$ cat config.mk
export PLATFORM = sky130hd
export DESIGN_NAME = deadtime_unit
export DESIGN_NICKNAME = d
export VERILOG_FILES = /design/src/rtl/deadtime_unit.sv
export SDC_FILE = /design/constraint.sdc
export NUM_CORES = 1
export LEC_CHECK = 0
export CAP_MARGIN = 20
export CORE_ASPECT_RATIO = 1.1
export CORE_MARGIN = 3
export CORE_UTILIZATION = 25
export DETAILED_ROUTE_END_ITERATION = 6
export PLACE_DENSITY_LB_ADDON = 0.15
export SLEW_MARGIN = 20
export SYNTH_ARGS = -nofsm -noshare
export SYNTH_HDL_FRONTEND = slang
export SYNTH_SLANG_ARGS = --single-unit
$ cat constraint.sdc
create_clock -name clk -period 4.53 [get_ports clk]
set_clock_uncertainty 0.1 [all_clocks]
set_input_delay 0.906 -clock clk [delete_from_list [all_inputs] [get_ports clk]]
set_output_delay 0.906 -clock clk [all_outputs]
set_load 0.1 [all_outputs]
$ cat src/rtl/deadtime_unit.sv
module deadtime_unit #(
  parameter int DW = 14
) (
  input  logic          clk,
  input  logic          rst_n,
  input  logic          pwm_raw,
  input  logic [1:0]    mode,
  input  logic [DW-1:0] dly_main,
  input  logic [DW-1:0] dly_alt,
  input  logic          comp_dir,
  input  logic          comp_pol,
  output logic          pwm_hi,
  output logic          pwm_lo
);
  localparam logic [1:0]    M_POS = 2'b00;
  localparam logic [1:0]    M_NEG = 2'b01;
  localparam logic [1:0]    M_OFF = 2'b10;
  localparam logic [DW-1:0] SAT   = '1;
  localparam logic [DW-1:0] ZERO  = '0;

  logic          sense;
  logic [1:0]    want;
  logic [DW-1:0] rise_d [2];
  logic [DW-1:0] fall_d [2];

  assign sense = comp_dir ^ comp_pol;
  assign want  = {~pwm_raw, pwm_raw};

  // index 0 drives the high side, index 1 the low side
  always_comb begin
    rise_d[0] = ZERO; fall_d[0] = ZERO;
    rise_d[1] = ZERO; fall_d[1] = ZERO;
    case (mode)
      M_POS: begin rise_d[0] = dly_main; rise_d[1] = dly_alt;  end
      M_NEG: begin fall_d[0] = dly_alt;  fall_d[1] = dly_main; end
      M_OFF: ;
      default: begin
        if (sense) begin fall_d[0] = dly_main; rise_d[1] = dly_alt; end
        else       begin rise_d[0] = dly_main; fall_d[1] = dly_alt; end
      end
    endcase
  end

  for (genvar g = 0; g < 2; g++) begin : ch
    logic          lvl_q;
    logic [DW-1:0] run_q;
    logic [DW-1:0] held;
    logic          o_q;

    assign held = (want[g] == lvl_q) ? run_q : ZERO;

    always_ff @(posedge clk or negedge rst_n) begin
      if (!rst_n) begin
        lvl_q <= 1'b0;
        run_q <= SAT;
        o_q   <= 1'b0;
      end else begin
        lvl_q <= want[g];
        run_q <= (held == SAT) ? SAT : held + 1'b1;
        o_q   <= want[g] ? (held >= rise_d[g]) : (held < fall_d[g]);
      end
    end
  end

  assign pwm_hi = ch[0].o_q;
  assign pwm_lo = ch[1].o_q;
endmodule

==> out/metrics.csv <==
stage,metric,value,unit
sta,RSZ-0062 raised after global routing,false,
logic_synthesis,syn avg cell area,8.51,µm²
worst_setup_path,Critical Path AT,4.09,ns
finish,most frequent cells in the layout,"59 x nand2_1, 56 x ha_1, 36 x clkdlybuf4s50_1",
finish,# diodes,0,
hold_path,min-delay worst type,register to register,
global_routing,number of global-route vias before repair,2966,
power,Clock Power Share,36.8,%
logic_synthesis,post-synthesis cell type count,50,
clocking,TritonCTS clock tree,yes,
global_routing,initial antenna violation count,0,
status,outcome,"finished, final reports clean",
logic_synthesis,largest family of logic cells by synthesized area,simple AND/OR/NAND/NOR gates,
worst_setup_path,CP peak stage delay,0.75,ns
floorplanning,die span in y,127,µm
logic_synthesis,register area share after synthesis,25.3,%
power,Lkg Pwr,0.00171,µW
logic_synthesis,syn nets,480,
logic_synthesis,post-synthesis simple-gate area fraction,25.3,%
clocking,Clock Tree Root,clkbuf_16,
logic_synthesis,Post-synth EDFFs,0,
power,Seq pwr share,35.5,%
routing,Via density,4.94,
routing,WL per Instance,15.6,µm
finish,P&R area growth vs syn,20.7,%
sta,endpoints failing hold,0,
worst_setup_path,CP Buf/Inv Count,2,
logic_synthesis,mux contribution to synthesized area,0.605,%
finish,Finished Layout Cells,584,
clocking,hold buffers post-CTS,0,
finish,Nets,517,
logic_synthesis,Synth Area in Compound Gates,16.6,%
logic_synthesis,top cell type's share of synthesized area,22.2,%
routing,initial drt markers,129,
worst_setup_path,crit start category,input port,
worst_setup_path,"delay-heaviest family, CP",buffers and inverters,
global_routing,GRT Total Usage,13.1,%
power,Max IR drop VDD,127,µV
logic_synthesis,ys async rst share,100,%
power,P_sw,290,µW
power,Sw Ratio,31.1,%
floorplanning,boundary pin count,37,
global_routing,total grt overflow,0,
logic_synthesis,Post-Syn Area,3310,µm²
clocking,Worst-Skew Late Latency,0.28,ns
floorplanning,die width,116,µm
logic_synthesis,Yosys reg bits,32,
worst_setup_path,Crit Path Category,input port to register,
power,combinational power share,27.7,%
clocking,Num CTS Buffers,5,
logic_synthesis,most area-consuming cells after synthesis,"dfstp_2 22%, ha_1 21%, nand2_1 6.7%, a22oi_1 6.1%, and2_1 4.5%",
power,Pint,642,µW
sta,f_max,0.248,GHz
placement,PortBufs,36,
placement,Cells after DPL,576,
finish,Final Core Density,31.2,%
worst_setup_path,CP max-delay cell,clkdlybuf4s50_1,
sta,relative slew slack,33.1,%
sta,Final setup violation count,0,
job,max_cap viols,0,
sta,Final Max Tran Viols,0,
worst_setup_path,cells along the critical path,"clkdlybuf4s50_1, buf_4, xor2_1, nor2_1, ha_1, nand4_1, nor3_1, o311ai_0, nand3_1, o211ai_1",
placement,Post-DP HPWL,7.55,mm
floorplanning,core area,12800,µm²
logic_synthesis,Syn Inst Count,389,
sta,Final min period,4.04,ns
clocking,postcts setup bufs,0,
placement,gp weighted congestion,0.876,
routing,Detailed Routing Iterations Pass 1,5,
clocking,CTS Buffer Depth,2,
global_routing,largest net degree at the start of global routing,33,
routing,Residual DRC,0,
worst_setup_path,Crit Path Max Fanout,7,
sta,Min Hold Slack,0.447,ns
floorplanning,Die Area,14700,µm²
routing,Vias,2884,
clocking,Clock transition at path regs,0.05,ns
logic_synthesis,predominant post-synthesis flop cell,dfstp_2,
power,Pwr Density,233,nW/µm²
logic_synthesis,cell accounting for the most synthesized area,dfstp_2,
clocking,CTS-repair resized insts,0,
sta,Final Cycle Share,89.1,%
clocking,Num Clock Sinks,32,
worst_setup_path,Critical Path Sink Type,register,
clocking,H-tree depth,2,
sta,Worst-Margin Slew,1.00,ns
floorplanning,initial core utilization,25.8,%
global_routing,first-pass GRT wire length,15.1,mm
sta,setup TNS,0,ns
worst_setup_path,Worst EP required,4.58,ns
finish,layout cells sized above 1,11.2,%
logic_synthesis,Adder-Cell Fraction of Synth Area,21.2,%
logic_synthesis,Syn. warnings,0,
routing,Total Wirelength,9.09,mm
floorplanning,Site Rows,43,
finish,"most common cell after layout, fill and taps aside",nand2_1,
routing,Routed Antenna Nets,0,
logic_synthesis,XOR/XNOR Fraction of Synth Area,7.49,%
power,Total Power,932,µW
## stage by stage
step	cell area [µm²]	setup WS, ns
2_1_floorplan	3310	1.43
3_3_place_gp	3850	0.165
3_5_place_dp	3850	0.142
4_1_cts	3990	0.423
5_1_grt	3990	0.280
6_report	3990	0.493
## final cells by class
class / instances / area (µm²)
fillers: 1370 / 8810
flip-flops and latches: 32 / 836
repair buffers: 43 / 413
inverters: 12 / 45.0
multi-input cells: 332 / 2360
clock buffers: 8 / 146
well taps: 157 / 196
## final timing paths
check	depth (start not counted)	startpoint	slack, ns	end
max	10	pwm_raw	0.49	pwm_hi
max in group asynchronous	2	rst_n	3.06	ch[0].run_q[0]
min reg2reg	2	ch[0].run_q[12]	0.45	ch[0].run_q[12]
min in group asynchronous	2	rst_n	0.94	pwm_lo
max reg2reg	8	ch[0].lvl_q	1.66	pwm_hi
min	2	ch[0].run_q[12]	0.45	ch[0].run_q[12]
## cells by family after synthesis
kind of cell | after synthesis
AO/OA/AOI/OAI | 84
XOR/XNOR | 24
adder cells (fa/ha/maj) | 56
buffers and inverters | 25
flip-flops | 32
multiplexers | 2
AND/OR/NAND/NOR | 166
## synth_stat cells (8+ instances only)
library cell  instances
nand2_1              59
a22oi_1              27
dfstp_2              28
nand3_1              19
inv_1                12
xnor2_1              14
and2_1               24
nand4_1              12
a21oi_1              18
nor2_1               18
o21ai_0              13
ha_1                 56
xor2_1                8
## per-layer routing
layer / global-route usage [%] / share of wire [%]
met3: 2.43 / 1.9
met1: 16.7 / 46
met5: 0 / 0
met2: 22.9 / 51
met4: 3.00 / 1.3
## sequential cells by signal (all words and copies together) (netlist names)
register,count
ch.lvl_q,2
pwm_hi,1
pwm_lo,1
ch.run_q,28
## worst register-to-register path, delay by kind of cell (launching register included)
family / cells / cell delay, ns
AOI/OAI and AO/OA: 2 / 0.43
xor gates and xnor gates: 1 / 0.52
adders and majority gates: 1 / 0.34
DFF: 1 / 0.44
and+or+nand+nor: 4 / 0.93
## power by group through the flow
| stage | clock [µW] | combinational [µW] | sequential [µW] |
|---|---|---|---|
| 6_report | 343 | 259 | 331 |
| 5_1_grt | 368 | 291 | 333 |
| 4_1_cts | 350 | 264 | 330 |
| 3_5_place_dp | 0 | 262 | 334 |
| 3_3_place_gp | 0 | 262 | 335 |
| 2_1_floorplan | 0 | 145 | 347 |
Note: power is estimated with default switching activity, not from simulation.
